[config.mk]
export PLATFORM = sky130hd
export DESIGN_NAME = dma_stride_top
export DESIGN_NICKNAME = d
export VERILOG_FILES = /design/src/rtl/dma_stride_pkg.sv /design/src/rtl/dma_stride_addr.sv /design/src/rtl/dma_stride_skid.sv /design/src/rtl/dma_stride_top.sv
export SDC_FILE = /design/constraint.sdc
export NUM_CORES = 1
export LEC_CHECK = 0
export CORE_ASPECT_RATIO = 1.25
export CORE_UTILIZATION = 60
export DETAILED_ROUTE_END_ITERATION = 7
export DONT_BUFFER_PORTS = 1
export GPL_TIMING_DRIVEN = 0
export PLACE_DENSITY = 0.81
export SYNTH_ARGS = -nofsm -noshare
export SYNTH_HDL_FRONTEND = slang
export SYNTH_SLANG_ARGS = --single-unit
[constraint.sdc]
create_clock -name clk -period 12.95 [get_ports clk]
set_input_delay 1.9425 -clock clk [delete_from_list [all_inputs] [get_ports clk]]
set_output_delay 1.9425 -clock clk [all_outputs]
set_load 0.05 [all_outputs]
[src/rtl/dma_stride_pkg.sv]
package dma_stride_pkg;

    typedef enum logic [1:0] {
        ST_IDLE  = 2'd0,
        ST_REQ   = 2'd1,
        ST_DATA  = 2'd2,
        ST_DRAIN = 2'd3
    } dma_state_e;

    typedef enum logic {
        MODE_LOCAL_STRIDE  = 1'b0,
        MODE_REMOTE_STRIDE = 1'b1
    } stride_mode_e;

    typedef enum logic {
        DIR_TO_REMOTE   = 1'b0,
        DIR_FROM_REMOTE = 1'b1
    } xfer_dir_e;

    typedef struct packed {
        stride_mode_e mode;
        xfer_dir_e    dir;
    } xfer_kind_t;

    // distance between the first words of two neighbouring segments on the striding side
    function automatic logic [31:0] seg_pitch(input logic [31:0] seg_len, input logic [31:0] stride);
        return seg_len + stride;
    endfunction

endpackage

[src/rtl/dma_stride_addr.sv]
module dma_stride_addr
    import dma_stride_pkg::*;
#(
    parameter int AW = 16,
    parameter int LW = 12,
    parameter int CW = 12
) (
    input  logic         clk,
    input  logic         rst,
    input  logic         load,
    input  logic         step,
    input  stride_mode_e mode,
    input  logic [AW-1:0] lbase,
    input  logic [AW-1:0] rbase,
    input  logic [LW-1:0] seg_len,
    input  logic [AW-1:0] stride,
    output logic [AW-1:0] laddr,
    output logic [AW-1:0] seg_raddr,
    output logic          seg_last,
    output logic [CW-1:0] seg_idx
);

    logic [LW-1:0] wcnt_q;
    logic [CW-1:0] scnt_q;
    logic [AW-1:0] laddr_q;
    logic [AW-1:0] raddr_q;
    logic [AW-1:0] pitch;

    assign pitch     = AW'(seg_pitch(32'(seg_len), 32'(stride)));
    assign seg_last  = (wcnt_q == seg_len - LW'(1));
    assign laddr     = laddr_q;
    assign seg_raddr = raddr_q;
    assign seg_idx   = scnt_q;

    always_ff @(posedge clk) begin
        if (rst) begin
            wcnt_q  <= '0;
            scnt_q  <= '0;
            laddr_q <= '0;
            raddr_q <= '0;
        end else if (load) begin
            wcnt_q  <= '0;
            scnt_q  <= '0;
            laddr_q <= lbase;
            raddr_q <= rbase;
        end else if (step) begin
            if (seg_last) begin
                wcnt_q  <= '0;
                scnt_q  <= scnt_q + CW'(1);
                raddr_q <= raddr_q + pitch;
                if (mode == MODE_LOCAL_STRIDE)
                    laddr_q <= laddr_q + AW'(1) + stride;
                else
                    laddr_q <= laddr_q + AW'(1);
            end else begin
                wcnt_q  <= wcnt_q + LW'(1);
                laddr_q <= laddr_q + AW'(1);
            end
        end
    end

endmodule

[src/rtl/dma_stride_skid.sv]
module dma_stride_skid #(
    parameter int DW    = 32,
    parameter int DEPTH = 2
) (
    input  logic          clk,
    input  logic          rst,
    input  logic          rd_issue,
    input  logic [DW-1:0] rd_data,
    input  logic          out_ready,
    output logic          out_valid,
    output logic [DW-1:0] out_data,
    output logic          can_issue,
    output logic          drained
);

    // DEPTH must be a power of two so the pointers wrap by themselves
    localparam int PW   = (DEPTH > 1) ? $clog2(DEPTH) : 1;
    localparam int CNTW = $clog2(DEPTH + 1);
    localparam int LDW  = CNTW + 1;

    logic [DW-1:0]   buf_q [DEPTH];
    logic [PW-1:0]   wr_q, rd_q;
    logic [CNTW-1:0] occ_q;
    logic            inflight_q;
    logic            push, pop;
    logic [LDW-1:0]  load_c;

    assign push      = inflight_q;
    assign out_valid = (occ_q != '0);
    assign out_data  = buf_q[rd_q];
    assign pop       = out_valid && out_ready;
    assign load_c    = {1'b0, occ_q} + LDW'(inflight_q) - LDW'(pop);
    assign can_issue = (load_c < LDW'(DEPTH));
    assign drained   = (occ_q == '0) && !inflight_q;

    always_ff @(posedge clk) begin
        if (rst) begin
            wr_q       <= '0;
            rd_q       <= '0;
            occ_q      <= '0;
            inflight_q <= 1'b0;
        end else begin
            inflight_q <= rd_issue;
            if (push) wr_q <= wr_q + PW'(1);
            if (pop)  rd_q <= rd_q + PW'(1);
            occ_q <= occ_q + CNTW'(push) - CNTW'(pop);
        end
    end

    always_ff @(posedge clk) begin
        if (push) buf_q[wr_q] <= rd_data;
    end

endmodule

[src/rtl/dma_stride_top.sv]
module dma_stride_top
    import dma_stride_pkg::*;
#(
    parameter int AW         = 16,
    parameter int DW         = 32,
    parameter int LW         = 12,
    parameter int CW         = 12,
    parameter int SKID_DEPTH = 2,
    localparam int TLW       = LW + CW
) (
    input  logic           clk,
    input  logic           rst,
    input  logic           start,
    input  logic [AW-1:0]  cfg_lbase,
    input  logic [AW-1:0]  cfg_rbase,
    input  logic [LW-1:0]  cfg_seg_len,
    input  logic [AW-1:0]  cfg_stride,
    input  logic [CW-1:0]  cfg_seg_cnt,
    input  logic           cfg_mode,
    input  logic           cfg_dir,
    output logic           busy,
    output logic           done,
    output logic           mem_req,
    output logic           mem_we,
    output logic [AW-1:0]  mem_addr,
    output logic [DW-1:0]  mem_wdata,
    input  logic [DW-1:0]  mem_rdata,
    output logic           lreq_valid,
    input  logic           lreq_ready,
    output logic [AW-1:0]  lreq_addr,
    output logic [TLW-1:0] lreq_len,
    output logic           lreq_send,
    output logic           tx_valid,
    input  logic           tx_ready,
    output logic [DW-1:0]  tx_data,
    input  logic           rx_valid,
    output logic           rx_ready,
    input  logic [DW-1:0]  rx_data
);

    dma_state_e    state_q, state_d;
    xfer_kind_t    kind_q;
    logic [LW-1:0] len_q;
    logic [CW-1:0] cnt_q;
    logic [AW-1:0] stride_q;
    logic          done_q;

    logic          accept, zero_size, is_tx, beat, finish;
    logic          can_issue, drained, seg_last, last_word;
    logic [AW-1:0] laddr, seg_raddr;
    logic [CW-1:0] seg_idx;

    assign accept    = start && (state_q == ST_IDLE);
    assign zero_size = (cfg_seg_len == '0) || (cfg_seg_cnt == '0);
    assign is_tx     = (kind_q.dir == DIR_TO_REMOTE);
    assign beat      = (state_q == ST_DATA) && (is_tx ? can_issue : rx_valid);
    assign last_word = seg_last && (seg_idx == cnt_q - CW'(1));

    dma_stride_addr #(.AW(AW), .LW(LW), .CW(CW)) u_addr (
        .clk       (clk),
        .rst       (rst),
        .load      (accept && !zero_size),
        .step      (beat),
        .mode      (kind_q.mode),
        .lbase     (cfg_lbase),
        .rbase     (cfg_rbase),
        .seg_len   (len_q),
        .stride    (stride_q),
        .laddr     (laddr),
        .seg_raddr (seg_raddr),
        .seg_last  (seg_last),
        .seg_idx   (seg_idx)
    );

    dma_stride_skid #(.DW(DW), .DEPTH(SKID_DEPTH)) u_skid (
        .clk       (clk),
        .rst       (rst),
        .rd_issue  (beat && is_tx),
        .rd_data   (mem_rdata),
        .out_ready (tx_ready),
        .out_valid (tx_valid),
        .out_data  (tx_data),
        .can_issue (can_issue),
        .drained   (drained)
    );

    always_comb begin
        state_d = state_q;
        finish  = 1'b0;
        case (state_q)
            ST_IDLE:  if (accept && !zero_size) state_d = ST_REQ;
            ST_REQ:   if (lreq_ready) state_d = ST_DATA;
            ST_DATA: begin
                if (beat && seg_last) begin
                    if (is_tx) begin
                        if (last_word || kind_q.mode == MODE_REMOTE_STRIDE) state_d = ST_DRAIN;
                    end else if (last_word) begin
                        state_d = ST_IDLE;
                        finish  = 1'b1;
                    end else if (kind_q.mode == MODE_REMOTE_STRIDE) begin
                        state_d = ST_REQ;
                    end
                end
            end
            ST_DRAIN: begin
                if (drained) begin
                    if (seg_idx == cnt_q) begin
                        state_d = ST_IDLE;
                        finish  = 1'b1;
                    end else begin
                        state_d = ST_REQ;
                    end
                end
            end
            default:  state_d = ST_IDLE;
        endcase
    end

    always_ff @(posedge clk) begin
        if (rst) begin
            state_q  <= ST_IDLE;
            kind_q   <= '{mode: MODE_LOCAL_STRIDE, dir: DIR_TO_REMOTE};
            len_q    <= '0;
            cnt_q    <= '0;
            stride_q <= '0;
            done_q   <= 1'b0;
        end else begin
            state_q <= state_d;
            if (accept) begin
                kind_q   <= '{mode: stride_mode_e'(cfg_mode), dir: xfer_dir_e'(cfg_dir)};
                len_q    <= cfg_seg_len;
                cnt_q    <= cfg_seg_cnt;
                stride_q <= cfg_stride;
                done_q   <= zero_size;
            end else if (finish) begin
                done_q   <= 1'b1;
            end
        end
    end

    assign busy       = (state_q != ST_IDLE);
    assign done       = done_q;
    assign mem_req    = beat;
    assign mem_we     = !is_tx;
    assign mem_addr   = laddr;
    assign mem_wdata  = rx_data;
    assign rx_ready   = (state_q == ST_DATA) && !is_tx;
    assign lreq_valid = (state_q == ST_REQ);
    assign lreq_addr  = seg_raddr;
    assign lreq_send  = is_tx;
    assign lreq_len   = (kind_q.mode == MODE_REMOTE_STRIDE) ? TLW'(len_q)
                                                            : TLW'(len_q) * TLW'(cnt_q);

endmodule

# After elaboration in Yosys (flattened, before gate mapping)

Memory sizes are Yosys's and may differ from the RTL's. A register that Yosys moved wholly into a read port is not among the register bits.
Cells that the tools add are included.

Output and inout bits: 128
Memories kept: 1
Bits of input ports: 144
Word-level logic and storage cells: 103
Memory bits (writable): 64
Flip-flop bits (word level): 106

Memory list:

| name         | words | bits a word | read ports | clocked after Yosys merged registers in | write ports | line                  | RTL |
|---|---|---|---|---|---|---|---|
| u_skid.buf_q | 2     | 32          | 1          | 1                                       | 1           | dma_stride_skid.sv:21 | `logic [DW-1:0] buf_q [DEPTH];` |

Multiply operators: 1
$lt $le $gt $ge: 1
Reductions and logical operators: 26
Mux-type cells: 32
Bitwise logic cells: 1
Add/subtract/negate cells: 14
Equality and inequality tests: 12

Operators by type and width:

| operator                                                                 | count |
|---|---|
| 16-bit 2-to-1 mux                                                        | 7 |
| 12-bit equality test                                                     | 3 |
| 16-bit adder                                                             | 2 |
| 12-bit by 1-bit adder with 12-bit output (second input constant)         | 2 |
| 12-bit zero test                                                         | 2 |
| 12-bit by 12-bit multiplier with 24-bit output                           | 1 |
| 24-bit 2-to-1 mux                                                        | 1 |
| 12-bit by 1-bit subtractor with 12-bit output (second input constant)    | 2 |
| 12-bit by 16-bit adder with 16-bit output                                | 1 |
| 16-bit by 1-bit adder with 16-bit output (second input constant)         | 1 |
| 2-bit 2-to-1 mux                                                         | 8 |
| 1-bit 2-to-1 mux                                                         | 13 |
| 12-bit 2-to-1 mux                                                        | 1 |
| 2-bit nonzero test                                                       | 5 |
| 1-bit logical AND                                                        | 9 |
| 2-bit one-hot mux with 4 select lines                                    | 1 |
| 6-bit AND reduction                                                      | 1 |
| 2-bit equality test (second input constant)                              | 2 |
| 2-bit zero test                                                          | 2 |
| 2-bit by 1-bit inequality test with 1-bit output (second input constant) | 2 |
| 2-bit inequality test (second input constant)                            | 2 |
| 4-bit inequality test (second input constant)                            | 1 |
| 2-bit AND reduction                                                      | 2 |
| 2-bit by 1-bit adder with 3-bit output                                   | 1 |
| 12 further kinds                                                         | 15 |

# Logic depth before layout (Yosys ltp)

Gate-level depths: netlist of run 1.

Word-level depth: 11
Mapped depth: 22
Mapped depth without buffers: 20

# Cells and area by module

Synthesis of run 1 repeated with hierarchy kept, for this count alone.

Cells, all modules: 1645
Area, all modules: 14906.8 µm²

By module, submodules not included:

| module          | seq. area each (µm²) | instances | area each (µm²) | cells each |
|---|---|---|---|---|
| dma_stride_top  | 900.9                | 1         | 7345.8          | 927 |
| dma_stride_addr | 1121.1               | 1         | 4820.9          | 589 |
| dma_stride_skid | 2042.0               | 1         | 2740.1          | 129 |

# Worst setup path before layout of run 1

OpenSTA, ideal clock, no wires.

Kind: register -> output
Start: register len_q[3]
End: output lreq_len[23]
Arrival: 5773 ps
Slack: 5235 ps
Cell stages (with the launch flop): 20
Path buffers: 2
Data required time: 11007 ps
Cell sequence: dfxtp_1 > clkbuf_1 > clkbuf_1 > and2_1 > fa_1 > fa_1 > fa_1 > fa_1 > inv_1 > fa_1 > inv_1 > ha_1 > a21o_1 > a221oi_1 > o21bai_1 > a31oi_1 > o21ai_0 > a21oi_1 > xnor2_1 > nor2_1

Longest elaborated chain between the ends: 2

Ends and longest elaborated chain:

| what                                           | line                  | RTL |
|---|---|---|
| start: declaration                             | dma_stride_top.sv:43  | `logic [LW-1:0] len_q;` |
| start signal: assignment                       | dma_stride_top.sv:131 | `len_q <= cfg_seg_len;` |
| 12-bit by 12-bit multiplier with 24-bit output | dma_stride_top.sv:152 | `: TLW'(len_q) * TLW'(cnt_q);` |
| 24-bit 2-to-1 mux                              | dma_stride_top.sv:151 | `assign lreq_len = (kind_q.mode == MODE_REMOTE_STRIDE) ? TLW'(len_q)` |
| end: declaration                               | dma_stride_top.sv:31  | `output logic [TLW-1:0] lreq_len,` |

Every way passes these cells.

# Worst setup path in the final report of run 1

Start: register len_q[3]
End: output lreq_len[14]

The elaborated chain is that of the path after synthesis.

==> metrics.yaml, run 1 <==
sta:
  fin_worst_skew_ps: 18.9
  worst_slew_pin_slew_ps: 1210
  min_period_ps: 8980
  post-route-period-util_pct: 69.4
  slew_headroom_pct: 19.0
  holdWs_ps: 517
  setup_viol: 0
  fin_tns_setup_ps: 0
  hold_viol: 0
  fmax_mhz: 111
  rsz0062_at_grt: "no"
  finalMaxSlewViolations: 0
routing:
  drcViolationCount: 0
  drtIter0Drc: 803
  wl_mm: 40.4
  viasPerCell: 5.94
  drt.antenna.violating_nets: 0
  post_drt_wl_per_cell_um: 19.9
  vias: 12100
  firstDrtPassIters: 5
yosys:
  syn_avg_cell_area_um2: 8.79
  synth_cell_types: 70
  async_flop_share_pct: 0
  synth_top_area_share_pct: 15.6
  synth.area.top_cells: "fa_1 (16%), dfxtp_1 (15%), edfxtp_1 (13%)"
  syn_area_um2: 14700
  yosys.area.top_type: "fa_1"
  synth-main-ff-cell: "dfxtp_1"
  synth_nets: 2037
  synth_cells: 1677
  synth_seq_cells: 171
  synth_edf_count: 64
  synth-seq-area-share_pct: 27.6
  yosys_warnings: 0
global_route:
  antenna_found_initial: 2
  grt.total_usage_pct: 32.6
  globalRouteOverflowTotal: 0
  grt_max_degree: 33
  grt_pass1_vias: 12134
  grt_pass1_wl_mm: 62.5
layout:
  layout_common_cells: "nand2_1 (254), inv_1 (169), fa_1 (115)"
  syn2layout_area_growth_pct: 7.30
  fin_nets: 2057
  fill_cells: 1981
  multi_input_area_um2: 9430
  register_area_um2: 4060
  final_common_cell: "nand2_1"
  instances_no_fill: 2036
  layout-drive-gt1-share_pct: 7.60
clock_network:
  clk_latency_ps: 440
  clock_sinks: 171
  post_cts_resized: 0
  cts_tree: "yes"
  cts_max_path_buffers: 2
  cts_buffers: 17
  post_cts_buffers: 0
  cts_root_buf: "clkbuf_16"
  clk_pin_slew_ps: 70
  ctsHtreeMaxLevel: 4
  ctsHoldBuffers: 0
critical_path:
  ff2ff_setup_slack_ps: 8070
  path_cells: "clkbuf_1 -> clkbuf_1 -> nand2_1 -> fa_1 -> fa_1 -> inv_1 -> ha_1 -> fa_1 -> inv_1 -> fa_1 -> inv_1 -> ha_1 -> a21boi_0 -> o21ai_0 -> and2_1 -> o21ai_0 -> a311oi_1 -> xor2_1 -> nor2_1"
  slowest_stage: "nor2_1"
  cp-start-kind: "flop"
  max_stage_delay_ps: 680
  r2r-end: "u_addr.laddr[9]$_SDFFE_PP0P_"
  path_class: "reg2out"
  worst_ep_arrival_time_ps: 7040
  r2r_start: "u_skid.occ_q[1]$_SDFF_PP0_"
  rr_worst_depth: 16
  crit_path_end_kind: "primary output"
  startpoint: "len_q[3]$_SDFFE_PP0P_"
  crit_path_frequent_cell: "fa_1"
  path_max_fanout: 10
  cp-endpoint: "lreq_len[14]"
  crit_required_ps: 11010
floorplanning:
  die_x_um: 142
  coreArea_um2: 23900
  die-area_um2: 25200
  io_pins: 272
  rows: 63
  initial_core_util_pct: 61.7
  die_h_um: 177
pwr:
  p_seq_share_pct: 34.8
  switching_share_pct: 45.4
  p_comb_share_pct: 39.3
  intPower_mw: 1.12
  power_density_nw_per_um2: 130
  peakVddDrop_mv: 0.106
  p_sw_mw: 0.936
  power_frac_clock_pct: 25.8
  power_leakage_nw: 6.87
placed_design:
  place.gp.congestion: 1.00
  dpl.cell_count: 2003
  numPortBuffers: 0
  place_hpwl_mm: 32.5
outcome:
  status: "finished, final reports clean"
job:
  drv_cap: 0
worst_hold_path:
  hold_path_class: "reg2reg"
-- worst max-delay path: cells and delay by family (launching register included) --
kind                     cells  cell delay (ps)
AO/OA/AOI/OAI                4             1120
XOR/XNOR                     1              170
adder cells (fa/ha/maj)      6             2760
buffers and inverters        5             1040
flip-flops                   1              430
AND/OR/NAND/NOR              3             1070
-- power groups by stage --
stage / Combinational (mW) / Clock (mW) / Sequential, mW
floorplan: 0.650 / 0 / 0.709
global placement: 0.782 / 0 / 0.727
detailed placement: 0.799 / 0 / 0.730
CTS: 0.805 / 0.535 / 0.717
global route: 0.879 / 0.555 / 0.723
finish: 0.811 / 0.532 / 0.718
-- logic make-up (layout without fill, tap and decap cells) --
group | count (synthesis) | after routing | share of synthesized area, %
fa+ha+maj | 216 | 216 | 24.2
xor+xnor | 114 | 114 | 6.77
other cells | 0 | 1 | 0
compound gates | 233 | 233 | 10.3
mux | 52 | 52 | 3.88
buf+inv | 299 | 332 | 8.58
flops | 171 | 171 | 27.6
simple gates | 592 | 592 | 18.8
-- synthesized netlist by cell type (8+ instances only) --
library cell and count:
xor2_1 56, and2_1 60, ha_1 101, mux2i_1 11, nand2_1 254, buf_1 8, nor2_1 113, or3_1 13
a211oi_1 15, edfxtp_1 64, dfxtp_1 107, mux2_2 41, nor3_1 33, xnor2_1 58, inv_1 169, nor4_1 15
nor2b_1 16, nand3_1 29, nand4_1 11, a21o_1 11, clkbuf_1 84, o21a_1 8, and3_1 20, o21ai_0 39
buf_4 33, fa_1 115, a21oi_1 86
-- worst min path at each step --
stage | slack, ps | from | end | cells after the start
floorplan | 450 | stride_q[0]$_SDFFE_PP0P_ | stride_q[0]$_SDFFE_PP0P_ | 2
global placement | 490 | stride_q[0]$_SDFFE_PP0P_ | stride_q[0]$_SDFFE_PP0P_ | 2
detailed placement | 500 | stride_q[0]$_SDFFE_PP0P_ | stride_q[0]$_SDFFE_PP0P_ | 2
CTS | 520 | stride_q[14]$_SDFFE_PP0P_ | stride_q[14]$_SDFFE_PP0P_ | 2
global route | 540 | stride_q[14]$_SDFFE_PP0P_ | stride_q[14]$_SDFFE_PP0P_ | 2
finish | 520 | u_addr.wcnt_q[1]$_SDFFE_PP0P_ | u_addr.wcnt_q[1]$_SDFFE_PP0P_ | 2
-- area by class of cell --
type | count | share of cell area, %
diodes | 1 | 0.0158
plain buffers | 130 | 3.99
clock buffers | 17 | 2.69
clock inverters | 15 | 1.24
inverters | 169 | 4.01
multi-input cells | 1207 | 59.6
flip-flops and latches | 171 | 25.7
well taps | 325 | 2.57
repair buffers | 1 | 0.174
-- per-stage QoR --
stage                     utilization, %  power [mW]  worst slack, ps  cell area [µm²]
after global placement              63.4        1.51             4490            15200
after detailed placement            63.6        1.53             4470            15200
after global routing                66.2        2.16             3570            15800
final                               66.2        2.06             3970            15800
after floorplan                        -        1.36             5230            14700
after CTS                           66.2        2.06             4000            15800
-- layer usage --
| layer | vias up | wire length, µm | track usage [%] | share of wire, % |
|---|---|---|---|---|
| li1 | 5578 | - | - | - |
| met1 | 5848 | 14600 | 36.0 | 36 |
| met2 | 553 | 20300 | 58.6 | 50 |
| met3 | 121 | 3560 | 7.06 | 8.8 |
| met4 | 0 | 1930 | 16.2 | 4.8 |
| met5 | - | 0 | 0 | 0 |
-- state kept, by name, summed over array words and instances, names as in the netlist, named ones only --
name	cells
u_addr.laddr	16
len_q	12
stride_q	16
cnt_q	12
u_skid.wr_q	1
u_skid.inflight_q	1
u_addr.seg_raddr	16
u_skid.occ_q	2
state_q	2
mem_we	1
u_addr.seg_idx	12
u_skid.rd_q	1
kind_q	1
u_addr.wcnt_q	12
done	1
u_skid.buf_q	64
Note: power is estimated with default switching activity, not from simulation.
==> run 2: changes to the inputs <==
- clock period: 12.95 -> 8.5 ns (I/O delays scaled with it)
==> metrics.yaml, run 2 (synthesis results as in run 1) <==
clock_network:
  post_cts_buffers: 0  # unchanged
  cts_max_path_buffers: 2  # unchanged
  clk_latency_ps: 440  # about the same
  ctsHtreeMaxLevel: 4  # unchanged
  cts_tree: "yes"  # unchanged
  cts_buffers: 17  # unchanged
  clock_sinks: 171  # unchanged
  cts_root_buf: "clkbuf_16"  # unchanged
  clk_pin_slew_ps: 70  # about the same
  ctsHoldBuffers: 0  # unchanged
  post_cts_resized: 0  # unchanged
critical_path:
  r2r_start: "u_skid.occ_q[1]$_SDFF_PP0_"  # unchanged
  path_class: "reg2out"  # unchanged
  worst_ep_arrival_time_ps: 6930  # was 7040 ps
  rr_worst_depth: 16  # unchanged
  ff2ff_setup_slack_ps: 3620  # was 8070 ps
  max_stage_delay_ps: 680  # about the same
  slowest_stage: "nor2_1"  # unchanged
  crit_path_frequent_cell: "fa_1"  # unchanged
  cp-start-kind: "flop"  # unchanged
  critPathTopFamily: "adder cells"  # unchanged
  path_cells: "clkbuf_1 -> clkbuf_1 -> nand2_1 -> fa_1 -> fa_1 -> inv_1 -> fa_1 -> fa_1 -> inv_1 -> fa_1 -> inv_1 -> ha_1 -> or3_1 -> a31o_2 -> a41oi_1 -> o21bai_1 -> a21oi_1 -> xor2_1 -> nor2_1"  # was clkbuf_1 -> clkbuf_1 -> nand2_1 -> fa_1 -> fa_1 -> inv_1 -> ha_1 -> fa_1 -> inv_1 -> fa_1 -> inv_1 -> ha_1 -> a21boi_0 -> o21ai_0 -> and2_1 -> o21ai_0 -> a311oi_1 -> xor2_1 -> nor2_1
  path_max_fanout: 10  # unchanged
  r2r-end: "u_addr.laddr[9]$_SDFFE_PP0P_"  # unchanged
  crit_required_ps: 7220  # was 11010 ps
  critPathBufInv: 5  # unchanged
  crit_path_end_kind: "primary output"  # unchanged
routing:
  drtIter0Drc: 806  # was 803
  viasPerCell: 5.94  # about the same
  post_drt_wl_per_cell_um: 19.9  # about the same
  drcViolationCount: 0  # unchanged
  vias: 12095  # about the same
  wl_mm: 40.4  # about the same
  firstDrtPassIters: 5  # unchanged
  drt.antenna.violating_nets: 0  # unchanged
placed_design:
  place.gp.congestion: 1.00  # unchanged
  numPortBuffers: 0  # unchanged
  place_hpwl_mm: 32.5  # unchanged
floorplanning:
  rows: 63  # unchanged
  die_x_um: 142  # unchanged
  io_pins: 272  # unchanged
  initial_core_util_pct: 61.7  # unchanged
  die-area_um2: 25200  # unchanged
  die_h_um: 177  # unchanged
  coreArea_um2: 23900  # unchanged
sta:
  hold_viol: 0  # unchanged
  slew_headroom_pct: 19.1  # was 19.0%
  fin_worst_skew_ps: 20.0  # was 18.9 ps
  post-route-period-util_pct: 96.5
  rsz0062_at_grt: "no"  # unchanged
  fin_tns_setup_ps: 0  # unchanged
  setup_viol: 0  # unchanged
  fmax_mhz: 122
  min_period_ps: 8200
  finalMaxSlewViolations: 0  # unchanged
  worst_slew_pin_slew_ps: 1210  # about the same
global_route:
  grt_max_degree: 33  # unchanged
  globalRouteOverflowTotal: 0  # unchanged
  grt.total_usage_pct: 32.6  # unchanged
  antenna_found_initial: 2  # unchanged
  grt_pass1_wl_mm: 62.5  # unchanged
  grt_pass1_vias: 12134  # unchanged
pwr:
  power_leakage_nw: 6.87  # about the same
  p_total_mw: 3.14  # was 2.06 mW
  peakVddDrop_mv: 0.162  # was 0.106 mV
  power_density_nw_per_um2: 198  # was 130 nW/µm²
worst_hold_path:
  hp-start: "stride_q[14]$_SDFFE_PP0P_"  # was u_addr.wcnt_q[1]$_SDFFE_PP0P_
  whs_path_depth: 2  # unchanged
  hold_path_class: "reg2reg"  # unchanged
  hold_path_end: "stride_q[14]$_SDFFE_PP0P_"  # was u_addr.wcnt_q[1]$_SDFFE_PP0P_
layout:
  layout-drive-gt1-share_pct: 7.72  # was 7.60%
  layout_common_cells: "nand2_1 (254), inv_1 (169), fa_1 (115)"  # unchanged
  final_common_cell: "nand2_1"  # unchanged
  regMostFlops: "u_skid.buf_q"  # unchanged
  syn2layout_area_growth_pct: 7.33  # was 7.30%
  fin_nets: 2057  # unchanged
  largest_reg_flops: 64  # unchanged
outcome:
  status: "finished, final reports clean"  # unchanged
job:
  drv_cap: 0  # unchanged
[run 2: cell types whose count changed in the layout (fill, tap and decap cells not counted)]
cell    delta
nor2_1     -2
nor2_2     +2
[run 2: layout make-up]
class                      instances  area (µm²)
clock buffer                      17         425
multi-input combinational       1207        9440
antenna                            1        2.50
tap                              325         407
sequential                       171        4060
fill                            1980        8060
clock inverter                    15         196
buffer                           130         631
timing repair buffer               1        27.5
inverter                         169         634
[run 2: worst max path at each step]
stage,startpoint,end,slack (ps),cells past startpoint
after floorplan,len_q[3]$_SDFFE_PP0P_,lreq_len[23],1450,19
after global placement,len_q[9]$_SDFFE_PP0P_,lreq_len[23],710,20
after detailed placement,len_q[9]$_SDFFE_PP0P_,lreq_len[23],690,20
after CTS,len_q[9]$_SDFFE_PP0P_,lreq_len[23],220,20
after global routing,len_q[3]$_SDFFE_PP0P_,lreq_len[17],0.2,20
final,len_q[8]$_SDFFE_PP0P_,lreq_len[17],300,19
[run 2: metal layers]
layer | GRT usage, % | vias up | wire [µm]
li1 | - | 5577 | -
met1 | 36.0 | 5841 | 14600
met2 | 58.6 | 556 | 20300
met3 | 7.06 | 121 | 3590
met4 | 16.2 | 0 | 1950
met5 | 0 | - | 0
[run 2: metrics by stage]
stage	std cells	area, µm²	setup slack, ps	util, %	hold WS, ps
global placement	2002	15200	710	63.4	493
global route	2036	15800	0.177	66.3	538
finish	2036	15800	300	66.3	519
detailed placement	2003	15200	688	63.6	500
CTS	2035	15800	221	66.2	518
floorplan	1677	14700	1450	-	453
[run 2: power by group]
| part | switching (mW) | internal, mW | total, mW | leakage, nW |
|---|---|---|---|---|
| Combinational | 0.849 | 0.386 | 1.24 | 5.12 |
| Clock | 0.403 | 0.407 | 0.811 | 0.300 |
| Sequential | 0.174 | 0.920 | 1.09 | 1.45 |
| Total | 1.43 | 1.71 | 3.14 | 6.87 |
[run 2: worst register-to-register path: cells and delay by family (launching register included)]
family / cells / cell delay [ps]
AO/OA/AOI/OAI: 3 / 740
XOR/XNOR: 1 / 140
adder cells (fa/ha/maj): 3 / 820
buffers and inverters: 5 / 1770
flip-flops: 1 / 350
AND/OR/NAND/NOR: 4 / 960
==> run 3: changes to the inputs <==
- REMOVE_ABC_BUFFERS: not set -> 1
==> metrics.yaml, run 3 (synthesis results as in run 1) <==
outcome:
  status: "finished, final reports clean"  # unchanged
floorplanning:
  die_h_um: 177  # unchanged
  die_x_um: 142  # unchanged
  io_pins: 272  # unchanged
  die-area_um2: 25200  # unchanged
  initial_core_util_pct: 61.7  # unchanged
  coreArea_um2: 23900  # unchanged
  rows: 63  # unchanged
routing:
  wl_met1_mm: 13.7  # was 14.6 mm
  drt.antenna.violating_nets: 0  # unchanged
  dr.max_layer_used: "met4"  # unchanged
  firstDrtPassIters: 5  # unchanged
  viasPerCell: 5.93  # was 5.94
  vias: 11299  # was 12.1k
  drtIter0Drc: 717  # was 806
  wl_met2_mm: 18.2  # was 20.3 mm
  drcViolationCount: 0  # unchanged
  wl_mm: 35.9  # was 40.4 mm
  wl_met3_mm: 2.89  # was 3.59 mm
  post_drt_wl_per_cell_um: 18.8  # was 19.9 µm
clock_network:
  post_cts_buffers: 0  # unchanged
  post_cts_resized: 0  # unchanged
  cts_root_buf: "clkbuf_16"  # unchanged
  clk_pin_slew_ps: 70  # about the same
  ctsHoldBuffers: 0  # unchanged
  clk_latency_ps: 450  # was 440 ps
  cts_max_path_buffers: 2  # unchanged
  cts_buffers: 17  # unchanged
  ctsHtreeMaxLevel: 4  # unchanged
  cts_tree: "yes"  # unchanged
  clock_sinks: 171  # unchanged
layout:
  layout_common_cells: "nand2_1 (253), inv_1 (169), fa_1 (115)"  # was nand2_1 (254), inv_1 (169), fa_1 (115)
  multi_input_area_um2: 9440  # unchanged
  fill_cells: 1937  # was 1980
  layout-drive-gt1-share_pct: 6.14  # was 7.72%
  antenna_cells: 0  # was 1
  syn2layout_area_growth_pct: 2.90  # was 7.33%
  final_area_um2: 15200  # was 15800 µm²
  largest_reg_flops: 64  # unchanged
  regMostFlops: "u_skid.buf_q"  # unchanged
  fin_nets: 1928  # was 2057
  register_area_um2: 4070  # was 4060 µm²
  final_common_cell: "nand2_1"  # unchanged
sta:
  slew_headroom_pct: 4.44  # was 19.1%
  rsz0062_at_grt: "no"  # unchanged
  min_period_ps: 8130  # was 8200 ps
  post-route-period-util_pct: 95.7  # was 96.5%
  setup_viol: 0  # unchanged
  fin_worst_skew_ps: 10.0  # was 20.0 ps
  hold_viol: 0  # unchanged
  fmax_mhz: 123  # was 122 MHz
  worst_slew_pin_slew_ps: 1420  # was 1210 ps
  finalMaxSlewViolations: 0  # unchanged
  fin_tns_setup_ps: 0  # unchanged
pwr:
  p_comb_share_pct: 34.7  # was 39.3%
  p_sw_mw: 1.31  # was 1.43 mW
  power_leakage_nw: 6.57  # was 6.87 nW
  power_frac_clock_pct: 25.8  # about the same
  p_seq_share_pct: 39.5  # was 34.8%
  switching_share_pct: 43.9  # was 45.4%
  intPower_mw: 1.68  # was 1.71 mW
  power_density_nw_per_um2: 197  # was 198 nW/µm²
  peakVddDrop_mv: 0.143  # was 0.162 mV
global_route:
  grt.total_usage_pct: 29.5  # was 32.6%
  antenna_found_initial: 0  # was 2
  grt_pass1_wl_mm: 57.4  # was 62.5 mm
  grt_max_degree: 80  # was 33
  grt_pass1_vias: 11410  # was 12.1k
  globalRouteOverflowTotal: 0  # unchanged
worst_hold_path:
  hold_path_class: "reg2reg"  # unchanged
  whs_path_depth: 2  # unchanged
placed_design:
  placed_area_um2: 14600  # was 15200 µm²
  place_hpwl_mm: 26.2  # was 32.5 mm
  numPortBuffers: 0  # unchanged
  place.gp.congestion: 0.879  # was 1.00
critical_path:
  worst_ep_arrival_time_ps: 6860  # was 6930 ps
  path_max_fanout: 21  # was 10
  crit_required_ps: 7220  # about the same
  cp-start-kind: "flop"  # unchanged
  crit_path_end_kind: "primary output"  # unchanged
  path_class: "reg2out"  # unchanged
  rr_worst_depth: 17  # was 16
job:
  drv_cap: 0  # unchanged
run 3: cell types whose count changed in the layout (fill, tap and decap cells not counted), sizes merged:
cell / delta
buf: -45
clkbuf: -83
clkinv: -3
clkinvlp: +1
diode: -1
inv: +1
run 3: power groups by stage:
stage	registers [mW]	clock network [mW]	logic [mW]
finish	1.18	0.771	1.04
global placement	1.19	0	0.994
CTS	1.18	0.776	1.03
detailed placement	1.20	0	1.03
floorplan	1.13	0	0.867
global route	1.20	0.811	1.14
run 3: final cells by class:
class	count	area share (%)
Clock buffer	18	2.83
Clock inverter	14	0.940
Inverter	169	4.18
Multi-Input combinational cell	1207	62.2
Sequential cell	171	26.8
Tap cell	325	2.68
Timing Repair Buffer	2	0.363
run 3: worst max-delay path, cell delays in order (launching register included):
cell and delay [ps]:
dfxtp_1 1000, and2_1 250, fa_1 440, fa_1 520
fa_1 540, fa_1 560, inv_1 60, fa_1 530
inv_1 40, ha_1 340, a21o_1 200, a221oi_1 290
o21bai_1 110, a31oi_1 370, o21ai_0 190, a21oi_1 210
xnor2_1 100, nor2_1 670
run 3: routing by layer:
layer / track usage, % / up-vias
met5: 0.810 / -
met4: 11.9 / 0
li1: - / 5325
met3: 7.77 / 86
met1: 34.6 / 5431
met2: 50.8 / 457
run 3: per-stage QoR:
step	total power [mW]	std cells	setup WS, ps	hold WS (ps)	utilization (%)
after floorplan	2.00	1547	1700	447	-
after global placement	2.19	1872	1000	465	60.8
after detailed placement	2.22	1873	957	466	61.0
after CTS	2.99	1905	466	477	63.4
after global routing	3.15	1906	147	499	63.5
final	2.99	1906	366	477	63.5
run 3: worst paths after layout:
| check | from | to | slack (ps) |
|---|---|---|---|
| worst max-delay path | len_q[5]$_SDFFE_PP0P_ | lreq_len[23] | 370 |
| worst min register to register | stride_q[0]$_SDFFE_PP0P_ | stride_q[0]$_SDFFE_PP0P_ | 480 |
| worst min-delay path | stride_q[0]$_SDFFE_PP0P_ | stride_q[0]$_SDFFE_PP0P_ | 480 |
| worst max register to register | u_skid.occ_q[1]$_SDFF_PP0_ | u_addr.seg_idx[11]$_SDFFE_PP0P_ | 2990 |
